--- src/rtl/pe_pkg.sv ---
package pe_pkg;

  typedef enum logic [3:0] {
    PE_NOP      = 4'd0,
    PE_WRITE    = 4'd1,
    PE_DIST     = 4'd2,
    PE_CLRACC   = 4'd3,
    PE_CMP      = 4'd4,
    PE_RESTORE  = 4'd5,
    PE_REENABLE = 4'd6,
    PE_TSAVE    = 4'd7,
    PE_TGATE    = 4'd8,
    PE_LEARN    = 4'd9
  } pe_cmd_e;

endpackage

--- src/rtl/pe_regfile.sv ---
module pe_regfile #(
  parameter int DW     = 10,
  parameter int NWORDS = 8,
  localparam int AW    = $clog2(NWORDS)
) (
  input  logic          clk_i,
  input  logic          rst_ni,
  input  logic          we_i,
  input  logic [AW-1:0] addr_i,
  input  logic [DW-1:0] wdata_i,
  output logic [DW-1:0] rdata_o
);

  logic [DW-1:0] word_q [NWORDS];

  for (genvar g = 0; g < NWORDS; g++) begin : g_word
    logic          hit;
    logic [DW-1:0] word_d;

    always_comb begin
      hit    = we_i && (addr_i == AW'(g));
      word_d = hit ? wdata_i : word_q[g];
    end

    always_ff @(posedge clk_i or negedge rst_ni) begin
      if (!rst_ni) word_q[g] <= '0;
      else         word_q[g] <= word_d;
    end
  end

  assign rdata_o = word_q[addr_i];

endmodule

--- src/rtl/pe_datapath.sv ---
module pe_datapath #(
  parameter int DW = 10
) (
  input  logic          clk_i,
  input  logic          rst_ni,
  input  logic          dist_go_i,
  input  logic          clr_i,
  input  logic          tsave_go_i,
  input  logic [DW-1:0] opnd_i,
  input  logic [DW-1:0] bus_i,
  output logic [DW-1:0] acc_o,
  output logic [DW-1:0] tdist_o,
  output logic [DW-1:0] mag_o,
  output logic          sign_o
);

  logic [DW-1:0] diff;
  logic [DW-1:0] pipe_q, pipe_d;
  logic          sign_q, sign_d;
  logic          pv_q, pv_d;
  logic [DW-1:0] acc_q, acc_d;
  logic [DW-1:0] td_q, td_d;

  // stage 1: subtract and register
  always_comb begin
    diff   = opnd_i - bus_i;
    pipe_d = dist_go_i ? diff : pipe_q;
    sign_d = dist_go_i ? diff[DW-1] : sign_q;
    pv_d   = dist_go_i && !clr_i;
  end

  // stage 2: accumulate magnitude
  always_comb begin
    if (clr_i)        acc_d = '0;
    else if (pv_q)    acc_d = sign_q ? (acc_q - pipe_q) : (acc_q + pipe_q);
    else              acc_d = acc_q;
    td_d = tsave_go_i ? acc_q : td_q;
  end

  always_ff @(posedge clk_i or negedge rst_ni) begin
    if (!rst_ni) begin
      pipe_q <= '0;
      sign_q <= 1'b0;
      pv_q   <= 1'b0;
      acc_q  <= '0;
      td_q   <= '0;
    end else begin
      pipe_q <= pipe_d;
      sign_q <= sign_d;
      pv_q   <= pv_d;
      acc_q  <= acc_d;
      td_q   <= td_d;
    end
  end

  assign acc_o   = acc_q;
  assign tdist_o = td_q;
  assign sign_o  = sign_q;
  assign mag_o   = sign_q ? (DW'(0) - pipe_q) : pipe_q;

endmodule

--- src/rtl/pe_enable.sv ---
module pe_enable
  import pe_pkg::*;
#(
  parameter int DW = 10
) (
  input  logic          clk_i,
  input  logic          rst_ni,
  input  pe_cmd_e       cmd_i,
  input  logic [DW-1:0] acc_i,
  input  logic [DW-1:0] tdist_i,
  input  logic [DW-1:0] bus_i,
  output logic          en_o,
  output logic          status_o
);

  logic en_q, en_d;
  logic sv_q, sv_d;

  always_comb begin
    en_d = en_q;
    sv_d = sv_q;
    unique case (cmd_i)
      PE_CMP: begin
        sv_d = en_q;
        if (en_q && (acc_i > bus_i)) en_d = 1'b0;
      end
      PE_RESTORE:  en_d = sv_q;
      PE_REENABLE: begin
        en_d = 1'b1;
        sv_d = 1'b1;
      end
      PE_TGATE: if (en_q && (tdist_i > bus_i)) en_d = 1'b0;
      default: ;
    endcase
  end

  always_ff @(posedge clk_i or negedge rst_ni) begin
    if (!rst_ni) begin
      en_q <= 1'b1;
      sv_q <= 1'b1;
    end else begin
      en_q <= en_d;
      sv_q <= sv_d;
    end
  end

  assign en_o     = en_q;
  assign status_o = en_q && (cmd_i == PE_CMP) && (acc_i < bus_i);

endmodule

--- src/rtl/pe_stepper.sv ---
module pe_stepper #(
  parameter int DW = 10
) (
  input  logic [DW-1:0] word_i,
  input  logic          up_i,
  output logic [DW-1:0] word_o
);

  localparam logic [DW-1:0] TOP = {1'b0, {(DW-1){1'b1}}};
  localparam logic [DW-1:0] BOT = {1'b1, {(DW-1){1'b0}}};

  always_comb begin
    if (up_i) word_o = (word_i == TOP) ? word_i : word_i + DW'(1);
    else      word_o = (word_i == BOT) ? word_i : word_i - DW'(1);
  end

endmodule

--- src/rtl/neuron_pe.sv ---
module neuron_pe
  import pe_pkg::*;
#(
  parameter int DW     = 10,
  parameter int NWORDS = 8,
  localparam int AW    = $clog2(NWORDS)
) (
  input  logic          clk_i,
  input  logic          rst_ni,
  input  logic [3:0]    cmd_i,
  input  logic [AW-1:0] addr_i,
  input  logic          sel_acc_i,
  input  logic [DW-1:0] bus_i,
  output logic          status_o,
  output logic          en_o,
  output logic [DW-1:0] acc_o,
  output logic [DW-1:0] rdata_o
);

  logic [1:0]    rs_q;
  logic          rst_n;
  pe_cmd_e       cmd;
  logic          en;
  logic [DW-1:0] acc, tdist, mag, rword, stepped, opnd, wdata;
  logic          sign;
  logic          dist_go, clr, tsave_go, learn_go, we;

  // reset release synchronizer
  always_ff @(posedge clk_i or negedge rst_ni) begin
    if (!rst_ni) rs_q <= 2'b00;
    else         rs_q <= {rs_q[0], 1'b1};
  end
  assign rst_n = rs_q[1];

  always_comb begin
    cmd      = pe_cmd_e'(cmd_i);
    opnd     = sel_acc_i ? acc : rword;
    dist_go  = en && (cmd == PE_DIST);
    clr      = (cmd == PE_CLRACC);
    tsave_go = en && (cmd == PE_TSAVE);
    learn_go = en && (cmd == PE_LEARN) && (mag > bus_i);
    we       = (en && (cmd == PE_WRITE)) || learn_go;
    wdata    = (cmd == PE_WRITE) ? bus_i : stepped;
  end

  pe_regfile #(.DW(DW), .NWORDS(NWORDS)) u_rf (
    .clk_i   (clk_i),
    .rst_ni  (rst_n),
    .we_i    (we),
    .addr_i  (addr_i),
    .wdata_i (wdata),
    .rdata_o (rword)
  );

  pe_datapath #(.DW(DW)) u_dp (
    .clk_i      (clk_i),
    .rst_ni     (rst_n),
    .dist_go_i  (dist_go),
    .clr_i      (clr),
    .tsave_go_i (tsave_go),
    .opnd_i     (opnd),
    .bus_i      (bus_i),
    .acc_o      (acc),
    .tdist_o    (tdist),
    .mag_o      (mag),
    .sign_o     (sign)
  );

  pe_enable #(.DW(DW)) u_en (
    .clk_i    (clk_i),
    .rst_ni   (rst_n),
    .cmd_i    (cmd),
    .acc_i    (acc),
    .tdist_i  (tdist),
    .bus_i    (bus_i),
    .en_o     (en),
    .status_o (status_o)
  );

  pe_stepper #(.DW(DW)) u_step (
    .word_i (rword),
    .up_i   (sign),
    .word_o (stepped)
  );

  assign en_o    = en;
  assign acc_o   = acc;
  assign rdata_o = rword;

endmodule

--- config.mk ---
export PLATFORM = sky130hd
export DESIGN_NAME = neuron_pe
export DESIGN_NICKNAME = d
export VERILOG_FILES = /design/src/rtl/pe_pkg.sv /design/src/rtl/pe_regfile.sv /design/src/rtl/pe_datapath.sv /design/src/rtl/pe_enable.sv /design/src/rtl/pe_stepper.sv /design/src/rtl/neuron_pe.sv
export SDC_FILE = /design/constraint.sdc
export NUM_CORES = 1
export LEC_CHECK = 0
export CAP_MARGIN = 25
export CORE_ASPECT_RATIO = 1.1
export CORE_UTILIZATION = 30
export DETAILED_ROUTE_END_ITERATION = 8
export PLACE_DENSITY_LB_ADDON = 0.15
export SYNTH_ARGS = -nofsm -noshare
export SYNTH_HDL_FRONTEND = slang
export SYNTH_SLANG_ARGS = --single-unit
--- constraint.sdc ---
create_clock -name clk_i -period 4.1 [get_ports clk_i]
set_clock_uncertainty 0.1 [all_clocks]
set_input_delay 0.615 -clock clk_i [delete_from_list [all_inputs] [get_ports clk_i]]
set_output_delay 0.615 -clock clk_i [all_outputs]
set_load 0.01 [all_outputs]
# == After elaboration in Yosys (flattened, before gate mapping) ==
# Index checks and enable logic that the tools add are counted.
# op_classes
n_mux,16
n_addsub,6
n_eq_ne,20
n_lt_le_gt_ge,5
n_reduce_logical,25
n_bitwise,1
# ops
cell,count
$mux 10,11
$bmux 10 s3,1
$gt 10x10->1,3
$sub 10x10->10,2
$logic_and 1x1->1,18
$eq 4x3->1 const B,4
$eq 3x3->1 const B,4
$add 10x1->10 const B,1
$add 10x10->10,1
$eq 10x10->1 const B,1
$eq 10x9->1 const B,1
$lt 10x10->1,1
$sub 1x10->10 const A,1
$sub 10x1->10 const B,1
$eq 4x2->1 const B,2
$eq 4x4->1 const B,2
$eq 3x2->1 const B,2
$eq 4x1->1 const B,1
$ge 4x4->1 const B,1
$ne 2x1->1 const B,2
$not 3->4,1
$pmux 1 s4,1
$reduce_bool 2->1,2
$reduce_bool 4->1,1
7 further kinds,8
# totals
register_bits,116
output_inout_bits,22

# == Logic depth before layout (Yosys ltp) ==
# Gate-level depths: netlist of run 1.
# depth
word_depth,8
ltp_mapped,17
mapped_depth_nobuf,16

# == Cells and area by module ==
# Synthesis of run 1 repeated with hierarchy kept, for this count alone.
# hier_totals
hier_cells,735
area_unflattened_um2,7923.8
# by_module_without_submodules
module,area_each_um2,seq_area_each_um2,cells_per_inst,n_inst
pe_regfile,3772.4,2001.9,253,1
pe_datapath,2363.5,775.7,257,1
pe_enable,644.4,52.6,83,1
neuron_pe,610.6,50.0,67,1
pe_stepper,533.0,0.0,75,1

# == Worst setup path before layout of run 1 ==
# No wires, ideal clock.
# synth_timing
path_type,register to register
start,register u_dp.pipe_q[1]
end,register u_rf.word_q[70] in the netlist's numbering
path_slack_ns,-0.077
stages_incl_launch_ff,13
synth_period_minus_slack_ns,4.177
arrival_ns,3.952
path_cell_list,dfrtp_1 or2_2 or4_1 or3_1 nor4_1 ha_1 nand4_1 o311ai_0 a211o_1 o211ai_1 nand3b_1 nor3_1 mux2_2
# synth_between
elab_chain_len,6
# synth_rtl
element,line_no,rtl
"start, declared",pe_datapath.sv:18,"logic [DW-1:0] pipe_q, pipe_d;"
"start signal, assigned",pe_datapath.sv:48,pipe_q <= pipe_d;
$sub 1x10->10,pe_datapath.sv:59,assign mag_o = sign_q ? (DW'(0) - pipe_q) : pipe_q;
$mux 10 (*),pe_datapath.sv:59,
$gt 10x10->1 (*),neuron_pe.sv:41,learn_go = en && (cmd == PE_LEARN) && (mag > bus_i);
$logic_and 1x1->1 (*),neuron_pe.sv:41,
$logic_or 1x1->1 (*),neuron_pe.sv:42,we = (en && (cmd == PE_WRITE)) || learn_go;
$logic_and 1x1->1 (*),pe_regfile.sv:21,hit = we_i && (addr_i == AW'(g));
"end signal, assigned by index",pe_regfile.sv:27,else word_q[g] <= word_d;
"end, declared",pe_regfile.sv:14,logic [DW-1:0] word_q [NWORDS];
# Every way passes the cells marked *; elsewhere a longest branch is shown, timed or not.
# A chain may end at the register's enable or synchronous reset.

# == Final worst setup path of run 1 ==
# layout_timing
start,register u_dp.pipe_q[1]
end,register u_rf.word_q[72] in the netlist's numbering
# Same word-level chain as after synthesis.

==> impl_metrics.env, run 1 <==
export IMPL_status="complete, no violations"
export IMPL_finalSetupTns_ps=0
export IMPL_crit_fanout=6
export IMPL_p_leak_nw=4.644
export IMPL_cp_required_ps=4300
export IMPL_areaGrowthSynthToFinish_pct=26.47
export IMPL_synth_most_common_cell="dfrtp_1"
export IMPL_cts_sinks=115
export IMPL_vias=6050
export IMPL_ir_worst_vdd_uv=294.9
export IMPL_synthTopCellsByCount="dfrtp_1, mux2_2, nor2_1, nand2_1, ha_1"
export IMPL_ys_flop_type="dfrtp_1"
export IMPL_cts_clk_slew_worst_paths_ps=70
export IMPL_drv_cap=0
export IMPL_crit_type="reg -> reg"
export IMPL_critPathCaptureType="flop"
export IMPL_seq_area_frac_synth=0.3664
export IMPL_drt_iter0_drc=305
export IMPL_fin_crit_ps=3991
export IMPL_avgSynthCellArea_sq_um=10.61
export IMPL_ioPinCount=42
export IMPL_placementRows=61
export IMPL_grt_use_met2=0.3172
export IMPL_die_w_microns=156.3
export IMPL_syn_nets=814
export IMPL_grt_util_met3=0.02998
export IMPL_synth_cells=741
export IMPL_ys_ff_latch=115
export IMPL_synth_top_area_cell="dfrtp_1"
export IMPL_initial_core_util=0.3084
export IMPL_rsz0062_at_grt="yes"
export IMPL_layout_drive_gt1_share=0.3116
export IMPL_max_freq_mhz=250.5
export IMPL_cts_buffers=17
export IMPL_slew_headroom=0.4574
export IMPL_finalWirelength_microns=23260
export IMPL_grt_pass1_vias=6179
export IMPL_cts_path_max_buffers=2
export IMPL_grt_usage=0.1853
export IMPL_ant_nets=0
export IMPL_grt_start_max_net_pins=47
export IMPL_viasPerCell=4.963
export IMPL_netlist_area_sq_um=7861
export IMPL_dp_hpwl_microns=17770
export IMPL_clk_latency_ps=430
export IMPL_cts_root_buf="clkbuf_16"
export IMPL_ys_top_cells_by_area="dfrtp_1, mux2_2, ha_1"
export IMPL_port_buffers=41
export IMPL_fin_crit_sh=0.9735
export IMPL_async_reset_ff_frac=1.000
export IMPL_start_kind="flop"
export IMPL_routedWlPerCell_microns=19.08
export IMPL_pwr_density_cell_nw_per_um2=736.9
export IMPL_setup_viol=0
export IMPL_drt_first_pass_iters=4
export IMPL_final_nets=933
export IMPL_ctsHtreeMaxLevel=4
export IMPL_ys_types=77
export IMPL_gp_congestion=0.8185
export IMPL_finalMaxSlewViolations=0
export IMPL_worst_slew_pin_slew_ps=811.6
export IMPL_synth_top_area_share=0.3597
export IMPL_placeableCoreArea_sq_um=25490
export IMPL_grt_pass1_wl_microns=36710
export IMPL_grt_util_met1=0.2423
export IMPL_dieArea_sq_um=26860
export IMPL_antenna_found_initial=0
export IMPL_overflow=0
export IMPL_hold_class="in -> async"
export IMPL_hold_buffers=0
export IMPL_final_hold_viol_count=0
export IMPL_ys_warn_count=0
export IMPL_chipHeight_microns=171.8
export IMPL_synth_enable_flop_cells=0
export IMPL_cp_arrival_ps=4190
export IMPL_drc=0
export IMPL_n_antenna_cell=0
export IMPL_gr_max_usage_layer="met2"
export IMPL_tritoncts="built"
export IMPL_timing_hold_ws_ps=242.2
## where the power goes
group | leakage (nW) | switching (mW) | internal, mW
clock network | 0.281 | 0.628 | 0.854
logic | 2.84 | 1.94 | 1.96
registers | 1.52 | 0.379 | 1.57
total | 4.64 | 2.94 | 4.38
## what timing repair did
item,in CTS,in global routing
pin swaps,1,1
gates resized for setup,8,22
setup endpoints to repair,63,75
setup buffers,0,2
## per-layer routing
layer | share of wire | wire length (microns)
met1 | 0.48 | 11050
met2 | 0.49 | 11390
met3 | 0.025 | 582
met4 | 0.0097 | 226
met5 | 0 | 0
## layout make-up
cell class,count,area [sq um]
Inverter,33,123.9
Multi-Input combinational cell,566,4796
Clock buffer,18,429.2
Sequential cell,115,2884
Clock inverter,14,146.4
Fill cell,2555,15550
Tap cell,346,432.9
Timing Repair Buffer,127,1130
## kinds of logic (layout without fill, tap and decap cells)
kind of cell    Yosys count  in the layout  share of synthesized area
fa+ha+maj                53             53                    0.08626
other cells               1              1                  0.0004770
buf+inv                  60            192                    0.03438
xor+xnor                 29             29                    0.03231
compound gates          127            127                     0.1189
mux                     144            144                     0.2281
flops                   115            115                     0.3664
simple gates            212            212                     0.1332
## critical path, cell delays in order, from the launching register on
cell      delay [ps]
dfrtp_1          380
or2_4            260
or4_4            440
or3_4            380
nand2_2           80
xnor2_1           70
ha_1             300
nand4_1          130
buf_4            170
nor2_2           120
a221oi_2          70
o211ai_1         400
nand3b_1         150
buf_6            160
nor3_4           140
buf_6            170
mux2_2           340
## final timing paths
check	cells after the start	startpoint	end	slack, ps
worst min-delay path	1	rst_ni	rs_q[1]$_DFF_PN0_	240
worst max-delay path	16	u_dp.pipe_q[1]$_DFFE_PN0P_	u_rf.word_q[72]$_DFFE_PN0P_	110
max in group asynchronous	1	rs_q[1]$_DFF_PN0_	u_en.sv_q$_DFFE_PN1P_	2690
min in group clk_i	0	rs_q[0]$_DFF_PN0_	rs_q[1]$_DFF_PN0_	250
worst min register to register	0	rs_q[0]$_DFF_PN0_	rs_q[1]$_DFF_PN0_	250
worst max register to register	16	u_dp.pipe_q[1]$_DFFE_PN0P_	u_rf.word_q[72]$_DFFE_PN0P_	110
## state kept, by name, indices dropped and copies added (netlist names)
name / count
u_dp.pv_q: 1
rs_q: 2
u_dp.acc_o: 10
u_dp.sign_o: 1
u_dp.pipe_q: 9
u_rf.word_q: 80
u_en.en_o: 1
u_dp.tdist_o: 10
u_en.sv_q: 1
## placed cells by master (no fill, tap or decap), types with 5 or more instances in the layout
cell	count
clkinv_4	5
o31ai_1	5
nand2_1	55
nand4_1	12
inv_1	33
xnor2_1	25
and2_1	6
nor2_2	8
nand3_1	13
o211ai_1	5
nor2b_1	12
mux2i_1	33
ha_1	51
nand2b_1	5
or3_1	5
a31oi_1	8
a21o_1	15
dfrtp_1	112
o21ai_0	27
a21oi_1	23
clkdlybuf4s50_1	40
mux4_2	12
buf_6	11
nor2_1	50
nor3_1	13
mux2_2	91
buf_4	72
clkbuf_16	17
## stage by stage
stage	area, sq um	std cells	worst slack [ps]	total power, mW	utilization
floorplan	7866	741	-6.069	4.488	-
global placement	9230	1185	-40.96	5.812	0.3621
detailed placement	9230	1185	-54.86	5.813	0.3621
CTS	9838	1217	10.94	7.345	0.3859
global route	9942	1219	-42.19	7.898	0.3900
finish	9942	1219	108.7	7.326	0.3900
Power figures use the tool's default switching activity.
==> run 2: changes to the inputs <==
--- a/config.mk
+++ b/config.mk
@@ -9,6 +9,7 @@
 export CORE_ASPECT_RATIO = 1.1
 export CORE_UTILIZATION = 30
 export DETAILED_ROUTE_END_ITERATION = 8
+export GPL_TIMING_DRIVEN = 0
 export PLACE_DENSITY_LB_ADDON = 0.15
 export SYNTH_ARGS = -nofsm -noshare
 export SYNTH_HDL_FRONTEND = slang
==> run 2 against run 1 <==
  * Flip-flop and latch count is the same
  * Worst hold slack gained 1.6 ps
  * Non-clock buffer count shrank 27
  * Sequential share of layout area shrank 0.30 points
  * Die area is the same
  * Clock-buffer cell count shrank 1
  * First-iteration DRC count grew 17%
  * Sequential power is essentially flat
  * Critical endpoint is now u_rf.word_q[37]$_DFFE_PN0P_
  * Largest power group unchanged
==> impl_metrics.env, run 2 (synthesized netlist as in run 1, its figures left out) <==
export IMPL_layout_cells_non_filler=1192
export IMPL_ir_worst_vdd_uv=360.5
export IMPL_clk_latency_ps=430
export IMPL_cts_path_max_buffers=2
export IMPL_slew_headroom=0.4590
export IMPL_ioPinCount=42
export IMPL_chipHeight_microns=171.8
export IMPL_ant_nets=0
export IMPL_final_hold_viol_count=0
export IMPL_timing_hold_ws_ps=243.8
export IMPL_ctsHtreeMaxLevel=4
export IMPL_drt_first_pass_iters=4
export IMPL_cp_arrival_ps=4280
export IMPL_fill_cells=2510
export IMPL_pwr_density_cell_nw_per_um2=727.7
export IMPL_placementRows=61
export IMPL_largest_reg_flops=80
export IMPL_start_kind="flop"
export IMPL_grt_usage=0.1842
export IMPL_setup_viol=0
export IMPL_cts_buffers=17
export IMPL_final_cell_mix="dfrtp_1, mux2_4, nand2_1, nor2_1, ha_1"
export IMPL_multi_input_area_sq_um=5079
export IMPL_cp_required_ps=4300
export IMPL_grt_start_max_net_pins=66
export IMPL_gp_congestion=0.8339
export IMPL_grt_pass1_vias=6137
export IMPL_regMostFlops="u_rf.word_q"
export IMPL_initial_core_util=0.3084
export IMPL_rsz0062_at_grt="yes"
export IMPL_worst_slew_pin_slew_ps=806.6
export IMPL_cts_clk_slew_worst_paths_ps=70
export IMPL_grt_pass1_wl_microns=36740
export IMPL_drc=0
export IMPL_dieArea_sq_um=26860
export IMPL_hold_class="in -> async"
export IMPL_final_common_cell="dfrtp_1"
export IMPL_final_nets=906
export IMPL_antenna_found_initial=0
export IMPL_fin_crit_sh=0.9955
export IMPL_finalSetupTns_ps=0
export IMPL_seqCellArea_sq_um=2884
export IMPL_fin_util=0.3941
export IMPL_port_buffers=41
export IMPL_die_w_microns=156.3
export IMPL_placed_cells=1135
export IMPL_layout_drive_gt1_share=0.2825
export IMPL_fin_crit_ps=4082
export IMPL_vias=5977
export IMPL_crit_fanout=9
export IMPL_drv_cap=0
export IMPL_finalMaxSlewViolations=0
export IMPL_cts_sinks=115
export IMPL_p_leak_nw=4.574
export IMPL_status="complete, no violations"
export IMPL_overflow=0
export IMPL_routedWlPerCell_microns=19.47
export IMPL_tritoncts="built"
export IMPL_viasPerCell=5.014
export IMPL_crit_type="reg -> reg"
export IMPL_critPathCaptureType="flop"
export IMPL_placeableCoreArea_sq_um=25490
export IMPL_hold_buffers=0
export IMPL_cts_root_buf="clkbuf_16"
export IMPL_n_antenna_cell=0
export IMPL_max_freq_mhz=245.0
export IMPL_finalWirelength_microns=23210
export IMPL_dp_hpwl_microns=16630
export IMPL_drt_iter0_drc=356
export IMPL_areaGrowthSynthToFinish_pct=27.79
export IMPL_fin_total_pwr_mw=7.310
## run 2: changes by cell type in the layout (fill, tap and decap cells not counted), sizes merged
cell,before,now
inv,39,43
clkdlybuf4s50,40,39
clkinvlp,1,3
clkinv,6,1
buf,87,44
clkbuf,18,34
## run 2: critical path, cell delays in order, from the launching register on
cell	delay, ps
dfrtp_1	420
or2_4	270
or4_4	430
or3_4	390
nand2_4	90
xnor2_2	60
ha_1	320
nand4_1	160
o311ai_1	150
a211o_1	260
o211ai_1	210
buf_4	200
nand3_4	160
nor3_4	220
buf_12	180
mux2_4	310
## run 2: what timing repair did
item,in CTS,in global routing
endpoints found under the setup margin,85,83
endpoints found under the hold margin,0,0
setup buffers,18,8
resized for setup,36,89
gates cloned,1,0
pin swaps,12,7
## run 2: worst paths after layout
path	startpoint	end	slack (ps)	cells after the start
hold reg to reg	rs_q[0]$_DFF_PN0_	rs_q[1]$_DFF_PN0_	260	0
setup / recovery	u_dp.pipe_q[1]$_DFFE_PN0P_	u_rf.word_q[37]$_DFFE_PN0P_	20	15
setup reg to reg	u_dp.pipe_q[1]$_DFFE_PN0P_	u_rf.word_q[37]$_DFFE_PN0P_	20	15
min in group clk_i	rs_q[0]$_DFF_PN0_	rs_q[1]$_DFF_PN0_	260	0
max in group asynchronous	rs_q[1]$_DFF_PN0_	u_en.sv_q$_DFFE_PN1P_	2800	1
hold / removal	rst_ni	rs_q[0]$_DFF_PN0_	240	1
## run 2: cell type report
| type | count | area share |
|---|---|---|
| plain buffers | 26 | 0.01544 |
| well taps | 346 | 0.04309 |
| clock buffers | 17 | 0.04235 |
| inverters | 33 | 0.01233 |
| multi-input cells | 566 | 0.5055 |
| flip-flops and latches | 115 | 0.2871 |
| repair buffers | 74 | 0.07809 |
| clock inverters | 15 | 0.01607 |
## run 2: layer usage
layer  vias up  wire length (microns)  part of all wire  GRT usage
met4         0                    267             0.012    0.05158
met1      2964                  10940              0.47     0.2391
met5         -                      0                 0          0
li1       2907                      -                 -          -
met3        18                    627             0.027    0.02797
met2        88                  11380              0.49     0.3164
## run 2: per-stage QoR
stage	worst slack (ps)	area, sq um
finish	18.48	10050
global route	-134.6	10050
CTS	-5.878	9708
detailed placement	-1010	8808
global placement	-1211	8710
floorplan	-6.069	7866
## run 2: power by group
group          leakage, nW  switching [mW]  internal [mW]
clock network        0.281           0.647          0.864
registers             1.52           0.377           1.57
logic                 2.77            1.97           1.89
total                 4.57            2.99           4.32
==> run 3: changes to the inputs <==
--- a/config.mk
+++ b/config.mk
@@ -11,6 +11,8 @@
 export DETAILED_ROUTE_END_ITERATION = 8
 export GPL_TIMING_DRIVEN = 0
 export PLACE_DENSITY_LB_ADDON = 0.15
+export RECOVER_POWER = 25
+export SLEW_MARGIN = 20
 export SYNTH_ARGS = -nofsm -noshare
 export SYNTH_HDL_FRONTEND = slang
 export SYNTH_SLANG_ARGS = --single-unit
==> run 3 against run 2 <==
  * The run now ends with max-capacitance violations, max-slew violations, negative setup slack left
  * Non-clock buffer count increased by 4
  * Register-to-register slack lost 30 ps
  * Sequential share of layout area shrank 0.51 points
  * Routed wire length up 0.70%
  * First-iteration DRC count down 12%
  * Clock power hardly changed
  * Global-route usage fell by 0.16 points
  * Flip-flop and latch count stayed put
  * Cell count is 0.34% higher
  * Worst hold slack gained 7.5 ps
  * Combinational power up 2%
  * Critical path type unchanged
  * Largest power group unchanged
  * Highest routed layer unchanged
==> impl_metrics.env, run 3 (synthesized netlist as in run 1, its figures left out) <==
export IMPL_status="complete, but fails checks"
export IMPL_violations="max-capacitance violations, max-slew violations, negative setup slack"
export IMPL_cp_slowest_cell="or4_4"
export IMPL_dp_hpwl_microns=16520
export IMPL_initial_core_util=0.3084
export IMPL_layout_drive_gt1_share=0.2871
export IMPL_cts_path_max_buffers=2
export IMPL_viasPerCell=5.001
export IMPL_path_cells="or2_4 -> or4_4 -> or3_4 -> nand2_4 -> xnor2_2 -> ha_1 -> nand4_1 -> o311ai_1 -> a211o_1 -> o211ai_1 -> nand3b_1 -> buf_6 -> buf_6 -> nor2_4 -> buf_12 -> mux2_2"
export IMPL_final_cell_mix="dfrtp_1, mux2_4, nand2_1, nor2_1, ha_1"
export IMPL_antenna_found_initial=0
export IMPL_port_buffers=41
export IMPL_cts_clk_slew_worst_paths_ps=70
export IMPL_ioPinCount=42
export IMPL_r2r_slack_ps=-10
export IMPL_placementRows=61
export IMPL_crit_cells=16
export IMPL_grt_start_max_net_pins=43
export IMPL_cts_root_buf="clkbuf_16"
export IMPL_final_common_cell="dfrtp_1"
export IMPL_tritoncts="built"
export IMPL_drt_first_pass_iters=4
export IMPL_largest_reg_flops=80
export IMPL_layout_cells_non_filler=1196
export IMPL_vias=5981
export IMPL_hold_buffers=0
export IMPL_cts_sinks=115
export IMPL_hold_class="reg -> reg"
export IMPL_timing_hold_ws_ps=251.3
export IMPL_start_kind="flop"
export IMPL_grt_pass1_wl_microns=36520
export IMPL_routedWlPerCell_microns=19.54
export IMPL_slew_headroom=-0.2544
export IMPL_fin_crit_ps=4110
export IMPL_clk_latency_ps=430
export IMPL_drv_cap=2
export IMPL_finalWirelength_microns=23370
export IMPL_ant_nets=0
export IMPL_finalMaxSlewViolations=83
export IMPL_setup_slack_ps=-10.33
export IMPL_stdcell_area_sq_um=10210
export IMPL_setup_viol=3
export IMPL_critPathCaptureType="flop"
export IMPL_die_w_microns=156.3
export IMPL_grt_pass1_vias=6115
export IMPL_gp_congestion=0.8339
export IMPL_cp_arrival_ps=4310
export IMPL_n_antenna_cell=0
export IMPL_overflow=0
export IMPL_drt_iter0_drc=315
export IMPL_p_leak_nw=4.640
export IMPL_finalSetupTns_ps=-28.64
export IMPL_path_buf_inv=3
export IMPL_max_stage_delay_ps=440
export IMPL_place_ws_ps=-1015
export IMPL_crit_type="reg -> reg"
export IMPL_drc=0
export IMPL_ir_worst_vdd_uv=292.9
export IMPL_crit_fanout=5
export IMPL_ctsHtreeMaxLevel=4
export IMPL_dieArea_sq_um=26860
export IMPL_path_common_cell="buf_6"
export IMPL_crit_family="simple AND/OR/NAND/NOR gates"
export IMPL_worst_slew_pin_slew_ps=1878
export IMPL_areaGrowthSynthToFinish_pct=29.94
export IMPL_rsz0062_at_grt="yes"
export IMPL_pwr_density_cell_nw_per_um2=723.5
export IMPL_hold_depth=0
export IMPL_dpl_cell_area_sq_um=8785
export IMPL_final_nets=910
export IMPL_placeableCoreArea_sq_um=25490
export IMPL_fin_crit_sh=1.003
export IMPL_chipHeight_microns=171.8
export IMPL_cp_required_ps=4300
export IMPL_grt_usage=0.1826
export IMPL_cts_buffers=17
export IMPL_max_freq_mhz=243.3
export IMPL_r2r_cells=16
export IMPL_placed_cells=1131
export IMPL_final_hold_viol_count=0
export IMPL_regMostFlops="u_rf.word_q"
## run 3: power breakdown
part	total (mW)	leakage (nW)	switching, mW	internal (mW)
registers	1.94	1.52	0.373	1.57
clock network	1.51	0.285	0.644	0.864
logic	3.94	2.83	2.00	1.94
## run 3: area by class of cell
cell class                 instances  area (sq um)
sequential                       115          2880
timing repair buffer              78         887.1
buffer                            26         151.4
inverter                          33         123.9
tap                              346         432.9
fill                            2479         15280
clock inverter                    15         162.7
multi-input combinational        566          5151
clock buffer                      17         425.4
## run 3: final timing paths
kind,startpoint,endpoint
max,u_dp.pipe_q[1]$_DFFE_PN0P_,u_rf.word_q[58]$_DFFE_PN0P_
min,rs_q[0]$_DFF_PN0_,rs_q[1]$_DFF_PN0_
max reg2reg,u_dp.pipe_q[1]$_DFFE_PN0P_,u_rf.word_q[58]$_DFFE_PN0P_
min reg2reg,rs_q[0]$_DFF_PN0_,rs_q[1]$_DFF_PN0_
max in group asynchronous,rs_q[1]$_DFF_PN0_,u_rf.word_q[14]$_DFFE_PN0P_
min in group asynchronous,rst_ni,rs_q[0]$_DFF_PN0_
## run 3: metal layers
metal  share of wire  routed length [microns]  track usage
met1            0.47                    10920       0.2370
met2            0.49                    11560       0.3135
met3           0.027                      633      0.02998
met4           0.011                      256      0.04731
met5               0                        0            0
## run 3: what timing repair did
| item | in CTS | in global routing |
|---|---|---|
| endpoints found under the setup margin | 85 | 84 |
| gates cloned | 1 | 2 |
| gates resized for setup | 32 | 97 |
| pin swaps | 10 | 12 |
| buffers inserted | 22 | 9 |
## run 3: metrics by stage
step	power, mW	util
after global placement	5.490	0.3417
final	7.390	0.4007
after floorplan	4.488	-
after detailed placement	5.495	0.3446
after global routing	7.967	0.4007
after CTS	7.125	0.3827
